===== src/rtl/sdsel_pkg.sv =====
package sdsel_pkg;

    localparam int CODE_W = 2;

    localparam logic [CODE_W-1:0] CODE_OFF  = 2'd0;
    localparam logic [CODE_W-1:0] CODE_FAST = 2'd1;
    localparam logic [CODE_W-1:0] CODE_MID  = 2'd2;
    localparam logic [CODE_W-1:0] CODE_SLOW = 2'd3;

    typedef enum logic {
        ST_IDLE,
        ST_SWITCH
    } sw_state_e;

    typedef enum logic [1:0] {
        VERD_NOP,
        VERD_GO,
        VERD_BAD
    } verdict_e;

    function automatic logic step_allowed(input logic [CODE_W-1:0] from_code,
                                          input logic [CODE_W-1:0] to_code);
        logic direct;
        direct = ((from_code == CODE_FAST) && (to_code == CODE_MID)) ||
                 ((from_code == CODE_MID)  && (to_code == CODE_FAST));
        return (to_code != CODE_OFF) && !direct;
    endfunction

endpackage


===== src/rtl/sdsel_screen.sv =====
module sdsel_screen
    import sdsel_pkg::*;
#(
    parameter int DATA_W = 32
) (
    input  logic                sel_wr,
    input  logic                busy,
    input  logic [CODE_W-1:0]   cur_code,
    input  logic [DATA_W-1:0]   wr_data,
    output logic [CODE_W-1:0]   req_code,
    output verdict_e            verdict
);
    localparam int MASK_OFS = DATA_W / 2;

    // per-bit masked merge of the request with the applied code
    for (genvar i = 0; i < CODE_W; i++) begin : g_merge
        assign req_code[i] = wr_data[MASK_OFS + i] ? wr_data[i] : cur_code[i];
    end

    always_comb begin
        if (!sel_wr) begin
            verdict = VERD_NOP;
        end else if (busy) begin
            verdict = VERD_BAD;
        end else if (req_code == cur_code) begin
            verdict = VERD_NOP;
        end else if (!step_allowed(cur_code, req_code)) begin
            verdict = VERD_BAD;
        end else begin
            verdict = VERD_GO;
        end
    end

endmodule


===== src/rtl/sdsel_ctrl.sv =====
module sdsel_ctrl
    import sdsel_pkg::*;
#(
    parameter int SWITCH_CYCLES = 8
) (
    input  logic                clk,
    input  logic                rst_n,
    input  verdict_e            verdict,
    input  logic [CODE_W-1:0]   req_code,
    output logic [CODE_W-1:0]   code,
    output logic                busy
);
    localparam int CNT_W = (SWITCH_CYCLES > 1) ? $clog2(SWITCH_CYCLES) : 1;
    localparam logic [CNT_W-1:0] CNT_LOAD = CNT_W'(SWITCH_CYCLES - 1);

    sw_state_e         state;
    logic [CNT_W-1:0]  cnt;
    logic [CODE_W-1:0] pend;

    always_ff @(posedge clk or negedge rst_n) begin
        if (!rst_n) begin
            state <= ST_IDLE;
            cnt   <= '0;
            code  <= CODE_FAST;
            pend  <= CODE_FAST;
        end else begin
            unique case (state)
                ST_IDLE: begin
                    if (verdict == VERD_GO) begin
                        state <= ST_SWITCH;
                        cnt   <= CNT_LOAD;
                        pend  <= req_code;
                    end
                end
                ST_SWITCH: begin
                    if (cnt == '0) begin
                        state <= ST_IDLE;
                        code  <= pend;
                    end else begin
                        cnt <= cnt - 1'b1;
                    end
                end
                default: state <= ST_IDLE;
            endcase
        end
    end

    always_comb begin
        busy = (state == ST_SWITCH);
    end

    // the applied code moves only at the end of a settling interval
    a_r6_change_needs_switch: assert property (@(posedge clk) disable iff (!rst_n)
        (code != $past(code)) |-> $past(state == ST_SWITCH));

    // code 0 is never applied
    a_r4_never_off: assert property (@(posedge clk) disable iff (!rst_n)
        code != CODE_OFF);

    // every applied change touches the slowest source
    a_r5_via_slow: assert property (@(posedge clk) disable iff (!rst_n)
        (code != $past(code)) |-> ((code == CODE_SLOW) || ($past(code) == CODE_SLOW)));

    // a running switch is not restarted by a fresh request
    a_r7_pend_stable: assert property (@(posedge clk) disable iff (!rst_n)
        ($past(state == ST_SWITCH) && (state == ST_SWITCH)) |-> $stable(pend));

    // counter never exceeds its load value
    a_r6_cnt_bound: assert property (@(posedge clk) disable iff (!rst_n)
        cnt <= CNT_LOAD);

endmodule


===== src/rtl/sdsel_err.sv =====
module sdsel_err
    import sdsel_pkg::*;
(
    input  logic     clk,
    input  logic     rst_n,
    input  verdict_e verdict,
    input  logic     clr,
    output logic     err
);
    always_ff @(posedge clk or negedge rst_n) begin
        if (!rst_n) begin
            err <= 1'b0;
        end else if (verdict == VERD_BAD) begin
            err <= 1'b1;
        end else if (clr) begin
            err <= 1'b0;
        end
    end

    // without a clear the flag cannot fall
    a_r8_sticky: assert property (@(posedge clk) disable iff (!rst_n)
        ($past(err) && !$past(clr)) |-> err);

endmodule


===== src/rtl/sd_clk_src_sel.sv =====
module sd_clk_src_sel
    import sdsel_pkg::*;
#(
    parameter int DATA_W        = 32,
    parameter int NUM_SRC       = 3,
    parameter int SWITCH_CYCLES = 8
) (
    input  logic              clk,
    input  logic              rst_n,
    input  logic              wr_en,
    input  logic              wr_addr,
    input  logic [DATA_W-1:0] wr_data,
    input  logic              rd_addr,
    output logic [DATA_W-1:0] rd_data,
    output logic [NUM_SRC-1:0] sel_onehot,
    output logic              busy
);
    localparam int MASK_OFS = DATA_W / 2;
    localparam int ERR_BIT  = 1;

    logic              sel_wr;
    logic              clr_err;
    logic [CODE_W-1:0] req_code;
    logic [CODE_W-1:0] code;
    logic              err;
    verdict_e          verdict;

    assign sel_wr  = wr_en && (wr_addr == 1'b0);
    assign clr_err = wr_en && (wr_addr == 1'b1) &&
                     wr_data[ERR_BIT] && wr_data[MASK_OFS + ERR_BIT];

    sdsel_screen #(.DATA_W(DATA_W)) u_screen (
        .sel_wr   (sel_wr),
        .busy     (busy),
        .cur_code (code),
        .wr_data  (wr_data),
        .req_code (req_code),
        .verdict  (verdict)
    );

    sdsel_ctrl #(.SWITCH_CYCLES(SWITCH_CYCLES)) u_ctrl (
        .clk      (clk),
        .rst_n    (rst_n),
        .verdict  (verdict),
        .req_code (req_code),
        .code     (code),
        .busy     (busy)
    );

    sdsel_err u_err (
        .clk     (clk),
        .rst_n   (rst_n),
        .verdict (verdict),
        .clr     (clr_err),
        .err     (err)
    );

    for (genvar s = 0; s < NUM_SRC; s++) begin : g_onehot
        assign sel_onehot[s] = (code == CODE_W'(s + 1));
    end

    always_comb begin
        rd_data = '0;
        if (rd_addr == 1'b0) begin
            rd_data[CODE_W-1:0] = code;
        end else begin
            rd_data[0]       = busy;
            rd_data[ERR_BIT] = err;
        end
    end

    // exactly one source is selected
    a_r2_onehot: assert property (@(posedge clk) disable iff (!rst_n)
        $countones(sel_onehot) == 1);

    // a select write during a switch raises the error flag
    a_r7_busy_write_err: assert property (@(posedge clk) disable iff (!rst_n)
        (sel_wr && busy) |=> err);

    // the one-hot output holds while a switch is settling
    a_r6_hold_while_busy: assert property (@(posedge clk) disable iff (!rst_n)
        ($past(busy) && busy) |-> $stable(sel_onehot));

endmodule


===== config.mk =====
export PLATFORM = sky130hd
export DESIGN_NAME = sd_clk_src_sel
export DESIGN_NICKNAME = d
export VERILOG_FILES = /design/src/rtl/sdsel_pkg.sv /design/src/rtl/sdsel_screen.sv /design/src/rtl/sdsel_ctrl.sv /design/src/rtl/sdsel_err.sv /design/src/rtl/sd_clk_src_sel.sv
export SDC_FILE = /design/constraint.sdc
export NUM_CORES = 1
export LEC_CHECK = 0
export ABC_AREA = 1
export ABC_CLOCK_PERIOD_IN_PS = 1300
export BUFFER_PORTS_ARGS = -buffer_cell sky130_fd_sc_hd__buf_2
export CORE_MARGIN = 4
export CORE_UTILIZATION = 30
export DETAILED_ROUTE_END_ITERATION = 8
export HOLD_SLACK_MARGIN = 0.06
export PLACE_DENSITY = 0.67
export SETUP_SLACK_MARGIN = 0.02
export SYNTH_ARGS = -nofsm -noshare
export SYNTH_HDL_FRONTEND = slang
export SYNTH_SLANG_ARGS = --single-unit

===== constraint.sdc =====
create_clock -name clk -period 1.3 [get_ports clk]
set_input_delay 0.325 -clock clk [delete_from_list [all_inputs] [get_ports clk]]
set_output_delay 0.325 -clock clk [all_outputs]
set_load 0.01 [all_outputs]

* Yosys cells after proc, flatten, opt, wreduce, memory -nomap -nowiden
Cells that the tools add are included.
** Word-level totals
- Register bits after elaboration :: 9
- Output and inout bits :: 36
** Cells by class
- Mux-type cells :: 15
- Equal/unequal tests :: 10
- Add/subtract/negate cells :: 1
- Bitwise operators :: 2
- Reductions and logical operators :: 15
** Operator list (count)
- 2-to-1 mux 2 bit :: 5
- == test 2 bit, second input constant :: 4
- logical AND 1 bit :: 7
- == test 2 x 1 -> 1 bit, second input constant :: 3
- 2-to-1 mux 1 bit :: 6
- 2-to-1 mux 3 bit :: 2
- case mux 3 bit (2 select lines) :: 1
- AND reduction 2 bit :: 3
- nonzero test 2 bit :: 2
- zero test 3 bit :: 1
- subtractor 3 x 1 -> 3 bit, second input constant :: 1
- == test 2 bit :: 1
- inequality test 2 x 1 -> 1 bit, second input constant :: 1
- inequality test 2 bit, second input constant :: 1
- NOT 1 bit :: 2
- case mux 1 bit (2 select lines) :: 1
- zero test 1 bit :: 1
- logical OR 1 bit :: 1

* Depth between registers and ports, before layout
Gate-level depths: netlist of run 1.
- Depth after elaboration :: 13
- Gate-level depth with buffers :: 10

* By module
Synthesis of run 1 repeated with hierarchy kept, for this count alone.
** Second synthesis, totals
- Cell total of the unflattened synthesis :: 133
- Area, all modules :: 889.6 um^2
** By module, submodules not included
- sdsel_ctrl :: area an instance 402.9 um^2, times used 1, cells an instance 48, sequential area each 202.7 um^2
- sd_clk_src_sel :: area an instance 296.5 um^2, times used 1, cells an instance 49, sequential area each 0.0 um^2
- sdsel_screen :: area an instance 146.4 um^2, times used 1, cells an instance 30, sequential area each 0.0 um^2
- sdsel_err :: area an instance 43.8 um^2, times used 1, cells an instance 6, sequential area each 25.0 um^2

* Least setup slack after synthesis of run 1
OpenSTA, ideal clock, no wires.
- Path kind :: register to output
- From :: reg u_ctrl.code[0]
- To :: out rd_data[0]
- Data required time :: 975 ps
- Cell stages (with the launch flop) :: 3
- Slack :: 97 ps
- Data arrival time :: 878 ps
- Cells stage by stage :: dfstp_2 > inv_2 > o21ai_0
** On the way
- Cells in the longest elaborated chain, start to end :: 1
** Ends and longest elaborated chain
- start, declared :: RTL line sdsel_ctrl.sv:10 : output logic [CODE_W-1:0] code,
- start signal, assigned :: RTL line sdsel_ctrl.sv:38 : code <= pend;
- 2-to-1 mux 2 bit :: RTL line sd_clk_src_sel.sv:64 : if (rd_addr == 1'b0) begin
- end, declared :: RTL line sd_clk_src_sel.sv:14 : output logic [DATA_W-1:0] rd_data,
No other way between the ends.

* Worst setup path in the final report of run 1
- From :: reg u_ctrl.code[0]
- To :: out sel_onehot[2]
** On the way
- Cells in the longest elaborated chain, start to end :: 1
** Ends and longest elaborated chain
- == test 2 bit :: RTL line sd_clk_src_sel.sv:59 : assign sel_onehot[s] = (code == CODE_W'(s + 1));
- end, declared :: RTL line sd_clk_src_sel.sv:15 : output logic [NUM_SRC-1:0] sel_onehot,
No other way between the ends.

==> results by group, run 1 <==
Run status
  • Status: finished with violations
  • Failing checks: setup timing

Clocking
  • Total CTS buffers: 3
  • Clk sinks: 9
  • Clock Latency Late Sink: 0.26 ns
  • CTS root buffer: clkbuf_4
  • CTS tree: yes
  • Clock transition at path regs: 0.06 ns
  • Clock Tree Buf Depth: 2
  • H-tree depth: 1

Pwr
  • Worst IR Drop VDD: 1200 µV
  • Leakage: 0.610 nW
  • Pwr dens: 2120 nW/µm²
  • Power consumption: 0.00216 W

Global route
  • Total track usage: 0.0819
  • Grt total ovfl: 0
  • Number of global-route vias before repair: 551
  • First-pass GRT wire length: 2260 µm
  • Initial antenna violation count: 0
  • Largest net degree at the start of global routing: 10

Yosys
  • Synthesis Warnings: 0
  • Mapped Avg Cell Area: 7.38 µm²
  • Gate Count Post-Synth: 114
  • Register area share after synthesis: 0.271
  • Synth cell types: 22
  • Synth Cell Area: 841 µm²
  • Yosys reg bits: 9

Timing
  • Final Hold Viols: 0
  • Fin crit period: 1.44 ns
  • RSZ-0062 raised after global routing: yes
  • Final worst slack: -0.140 ns
  • Final setup viols: 9
  • Crit share post-route: 1.11
  • Slew Viols, Final: 0
  • Clock Skew: 0.00198 ns
  • Fmax: 0.695 GHz

Worst setup path
  • Worst EP arrival: 1.11 ns
  • Crit start category: register
  • Worst-path cell chain: buf_6 -> nand2_2 -> inv_1 -> buf_2
  • Register-to-Register Path Depth: 8
  • Crit path max fanout: 3
  • Worst Setup End Kind: output pin
  • Slowest cell delay on critical path: 0.56 ns
  • WP data required: 0.98 ns
  • CP Capture Point: sel_onehot[2]
  • Flop-to-flop setup slack: -0.11 ns
  • Reg-to-reg endpoint: u_ctrl.pend[1]
  • R2R Path Start: u_ctrl.code[0]
  • CP startpoint: u_ctrl.code[0]
  • Critical path type: register to output pin
  • Worst path slowest cell: dfstp_2

Final layout
  • Ant. Diodes: 0
  • Syn-to-layout area delta: 21.1%
  • Non-filler instance count after layout: 174
  • Fin nets: 184
  • Share of cells above drive strength 1: 0.396
  • Most common cell after layout, fill and taps aside: conb_1
  • Commonest non-fill, non-tap cells in the layout: conb_1 (30), nand2_1 (23), inv_1 (13), buf_2 (13), buf_4 (10)
  • Fin util: 0.397
  • Filler instances: 272

Floorplanning
  • Core area: 2570 µm²
  • Starting Density: 0.327
  • Num ports: 73
  • Die W: 60.9 µm
  • Site Rows: 18
  • Die height: 60.9 µm
  • Die Area: 3710 µm²

Detailed routing
  • Vias per inst: 3.92
  • DRT antenna net count: 0
  • DR iter-0 viols: 19
  • Vias: 682
  • Drt wl/cell: 8.83 µm
  • Pre-antenna DRT Iters: 4
  • WL final: 1540 µm
  • DRC errors left: 0

Job
  • MaxCap Viol Count: 0

Place
  • GP Congestion: 0.737
  • Placed cell count: 157
  • Half-perimeter wire length after placement: 1100 µm
  • PortBufs: 14

Worst hold path
  • Worst Hold Class: input port to register
-- metrics by stage --
step	setup TNS [ns]	setup slack [ns]	instance area [µm²]	hold WS, ns
3_5_place_dp	0	0.0179	820	0.187
2_1_floorplan	0	0.0968	950	0.0294
6_report	-0.879	-0.140	1020	0.375
3_3_place_gp	0	0.0202	820	0.190
5_1_grt	-1.42	-0.192	1020	0.390
4_1_cts	-0.705	-0.137	937	0.371
-- cells by family after synthesis --
family                     share of synthesized area
AOI/OAI and AO/OA                             0.0580
xor gates and xnor gates                      0.0104
adders and majority gates                     0.0298
buffers and inverters                          0.363
DFF                                            0.271
other                                        0.00446
and+or+nand+nor                                0.263
-- synthesized netlist by cell type --
| library cell | instances | area [µm²] |
|---|---|---|
| dfstp_2 | 2 | 52.6 |
| nor2_4 | 1 | 11.3 |
| buf_12 | 1 | 20.0 |
| nand2_1 | 30 | 113 |
| dfrtp_1 | 7 | 175 |
| or2_1 | 1 | 6.26 |
| o21ai_1 | 2 | 10.0 |
| nand3_1 | 4 | 20.0 |
| inv_2 | 2 | 7.51 |
| nand2_4 | 1 | 11.3 |
| ha_1 | 2 | 25.0 |
| a21oi_1 | 2 | 10.0 |
| inv_1 | 14 | 52.6 |
| xor2_1 | 1 | 8.76 |
| conb_1 | 1 | 3.75 |
| o21ai_0 | 4 | 20.0 |
| nand3_2 | 1 | 10.0 |
| a21o_2 | 1 | 8.76 |
| nand3_4 | 1 | 17.5 |
| buf_4 | 30 | 225 |
| nand2_2 | 4 | 25.0 |
| nor2_1 | 2 | 7.51 |
-- worst max-delay path, delay by kind of cell (launching register included) --
family / cells / cell delay [ns]
flip-flops: 1 / 0.56
buffers and inverters: 3 / 0.27
AND/OR/NAND/NOR: 1 / 0.03
-- worst min path at each step --
| stage | depth (start not counted) | from | endpoint | slack [ns] |
|---|---|---|---|---|
| global placement | 1 | rst_n | u_ctrl.cnt[1] | 0.19 |
| floorplan | 0 | rst_n | u_ctrl.busy | 0.03 |
| CTS | 4 | wr_addr | u_err.err | 0.37 |
| global route | 4 | wr_addr | u_err.err | 0.39 |
| finish | 4 | wr_addr | u_err.err | 0.38 |
| detailed placement | 1 | rst_n | u_ctrl.cnt[1] | 0.19 |
-- area by class of cell --
cell class              instances  area (µm²)  share of cell area
repair buffers                 28         195               0.192
flip-flops and latches          9         229               0.225
inverters                      16        60.1              0.0590
multi-input cells              87         470               0.462
well taps                      30        37.5              0.0369
clock buffers                   4        26.3              0.0258
-- routing by layer --
layer / share of wire / wire length, µm / vias to the layer above / global-route usage
li1: - / - / 342 / -
met1: 0.36 / 561 / 306 / 0.0952
met2: 0.51 / 782 / 30 / 0.142
met3: 0.11 / 166 / 4 / 0.0383
met4: 0.018 / 27 / 0 / 0.00929
met5: 0 / 0 / - / 0
-- timing repair --
action | 4_1_cts | 5_1_grt
pin swaps | 0 | 7
setup buffers | 9 | 3
endpoints found under the setup margin | 8 | 13
hold buffers | 1 | 0
resized for setup | 5 | 18
hold endpoints to repair | 7 | 0
-- registers in the layout (all words and copies together), names as in the netlist --
register	cells
u_ctrl.cnt	3
u_ctrl.code	2
u_ctrl.pend	2
u_ctrl.busy	1
u_err.err	1
-- power by group --
group,total [W],leakage (nW),internal (W),switching [W]
clock,0.000214,0.0150,0.000118,0.0000955
sequential,0.000550,0.101,0.000449,0.000101
combinational,0.00139,0.494,0.000666,0.000728
(Power assumes the default switching activity.)
==> run 2, diff against run 1 <==
Settings changed: CORE_UTILIZATION 30 to 25, PLACE_DENSITY 0.67 to 0.58.
==> results by group, run 2 (synthesized netlist as in run 1, its figures left out) <==
Place
  • PortBufs: 14 (unchanged)
  • GP Congestion: 0.786 (+6.7%)
  • Pre-CTS setup slack: 0.0207 ns (+0.00280 ns)
  • Half-perimeter wire length after placement: 1170 µm (+6.4%)

Timing
  • Crit share post-route: 1.11 (+0.00689)
  • Fin crit period: 1.45 ns (+0.00895 ns)
  • Fmax: 0.690 GHz (-0.62%)
  • Slew Viols, Final: 0 (unchanged)
  • Final Hold Viols: 0 (unchanged)
  • Final worst slack: -0.149 ns (-0.00895 ns)
  • RSZ-0062 raised after global routing: yes
  • Final setup viols: 9 (unchanged)
  • Clock Skew: 0.00339 ns (+0.00141 ns)

Pwr
  • Sw Ratio: 0.449 (+0.0208)
  • P_sw: 0.000841 W (-9.0%)
  • Leakage: 0.567 nW (-7.1%)
  • Clock power frac: 0.118 (+0.019)
  • Sequential power share: 0.317 (+0.062)
  • Pwr dens: 1970 nW/µm² (-7.1%)
  • Int Pwr: 0.00103 W (-16%)
  • Worst IR Drop VDD: 420 µV (-65%)
  • Combinational fraction of design power: 0.565 (-0.081)

Clocking
  • CTS root buffer: clkbuf_4
  • Clk sinks: 9 (unchanged)
  • Clock Tree Buf Depth: 2 (unchanged)
  • Clock transition at path regs: 0.07 ns (about the same)
  • Clock Latency Late Sink: 0.26 ns (about the same)
  • H-tree depth: 1 (unchanged)
  • CTS tree: yes
  • Total CTS buffers: 3 (unchanged)

Worst setup path
  • Worst Setup End Kind: output pin
  • Crit path max fanout: 4 (+1)
  • Worst EP arrival: 1.12 ns (about the same)
  • Slowest cell delay on critical path: 0.56 ns (about the same)
  • Critical path type: register to output pin
  • WP data required: 0.98 ns (about the same)
  • Crit start category: register
  • Worst path slowest cell: dfstp_2
  • Worst-path cell chain: inv_2 -> o21ai_1 -> buf_2
  • Register-to-Register Path Depth: 9 (+1)

Worst hold path
  • Worst Hold Class: input port to register
  • Hold Crit Depth: 4 (unchanged)

Detailed routing
  • Metal3 WL: 85 µm (-49%)
  • WL final: 1420 µm (-7.5%)
  • Pre-antenna DRT Iters: 3 (-1)
  • Met2 wire length: 742 µm (-5.1%)
  • DR top layer: met4
  • Vias: 632 (-7.3%)
  • Met1 Routed Length: 561 µm (unchanged)
  • DRT antenna net count: 0 (unchanged)
  • Vias per inst: 3.51 (-10%)
  • DR iter-0 viols: 3 (-16)
  • DRC errors left: 0 (unchanged)
  • Drt wl/cell: 7.89 µm (-11%)

Floorplanning
  • Site Rows: 20 (+2)
  • Die Area: 4360 µm² (+17%)
  • Die W: 66.0 µm (+8.3%)
  • Starting Density: 0.269 (-0.0587)
  • Num ports: 73 (unchanged)
  • Core area: 3130 µm² (+22%)
  • Die height: 66.0 µm (+8.3%)

Final layout
  • Max reg flops: 3 (unchanged)
  • Fin nets: 176 (-4.3%)
  • Fin util: 0.304 (-0.0927)
  • Biggest register: u_ctrl.cnt
  • Commonest non-fill, non-tap cells in the layout: conb_1 (30), nand2_1 (27), buf_2 (13)
  • Syn-to-layout area delta: 13.1%
  • Top flop regs: u_ctrl.cnt x3, u_ctrl.code x2, u_ctrl.pend x2
  • Share of cells above drive strength 1: 0.331 (-0.0650)
  • Ant. Diodes: 0 (unchanged)
  • Most common cell after layout, fill and taps aside: conb_1

Global route
  • Total track usage: 0.0669 (-0.0150)
  • Initial antenna violation count: 0 (unchanged)
  • Largest net degree at the start of global routing: 10 (unchanged)
  • Grt total ovfl: 0 (unchanged)
  • First-pass GRT wire length: 2270 µm (+0.62%)
  • Number of global-route vias before repair: 544 (-1.3%)

Run status
  • Status: finished with violations
  • Failing checks: setup timing

Job
  • MaxCap Viol Count: 0 (unchanged)
-- run 2: changes by cell type in the layout (fill, tap and decap cells not counted), sizes merged --
| cell | previous run | this run |
|---|---|---|
| clkinv | 0 | 1 |
| clkbuf | 4 | 3 |
| buf | 27 | 19 |
-- run 2: final cells by class --
cell class	count	area [µm²]
Clock inverter	1	5.00
Inverter	16	60.1
Multi-Input combinational cell	87	455
Clock buffer	3	22.5
Sequential cell	9	229
Fill cell	352	2180
Timing Repair Buffer	20	124
Tap cell	44	55.1
-- run 2: final timing paths --
check                          startpoint              to  slack, ns
max reg2reg                u_ctrl.code[0]   u_ctrl.cnt[0]      -0.07
min reg2reg                u_ctrl.pend[0]  u_ctrl.pend[0]       0.48
max in group asynchronous           rst_n  u_ctrl.pend[0]       0.61
min in group asynchronous           rst_n  u_ctrl.pend[1]       0.44
max                        u_ctrl.code[0]      rd_data[0]      -0.15
min                               wr_addr       u_err.err       0.38
-- run 2: per-layer routing --
metal  GRT usage  vias to the layer above
met5           0                        -
met4      0.0457                        0
met3      0.0102                        4
met2       0.106                       20
met1      0.0824                      282
li1            -                      326
-- run 2: power by group through the flow --
| stage | Sequential (W) | Clock, W | Combinational (W) |
|---|---|---|---|
| after floorplan | 0.000550 | 0 | 0.000786 |
| after global placement | 0.000595 | 0 | 0.000850 |
| after detailed placement | 0.000597 | 0 | 0.000857 |
| after CTS | 0.000594 | 0.000232 | 0.00100 |
| after global routing | 0.000616 | 0.000243 | 0.00121 |
| final | 0.000592 | 0.000222 | 0.00106 |
-- run 2: what timing repair did --
| action | 4_1_cts | 5_1_grt |
|---|---|---|
| hold buffers | 1 | 0 |
| endpoints found under the hold margin | 7 | 0 |
| cloned | 0 | 0 |
| gates resized for setup | 6 | 8 |
| setup buffers | 4 | 0 |
| pin swaps | 2 | 0 |
| setup endpoints to repair | 9 | 12 |
-- run 2: critical path, delay by kind of cell (launching register included) --
kind / cells / cell delay [ns]
flops: 1 / 0.56
compound gates: 1 / 0.10
buf+inv: 2 / 0.20
-- run 2: stage by stage --
stage | instance area, µm² | power (W) | setup TNS (ns) | hold slack (ns) | instances
CTS | 922 | 0.00183 | -0.849 | 0.375 | 180
global placement | 837 | 0.00145 | 0 | 0.193 | 171
finish | 951 | 0.00187 | -0.725 | 0.375 | 180
floorplan | 950 | 0.00134 | 0 | 0.0294 | 143
detailed placement | 837 | 0.00145 | 0 | 0.191 | 171
global route | 951 | 0.00207 | -1.53 | 0.454 | 180
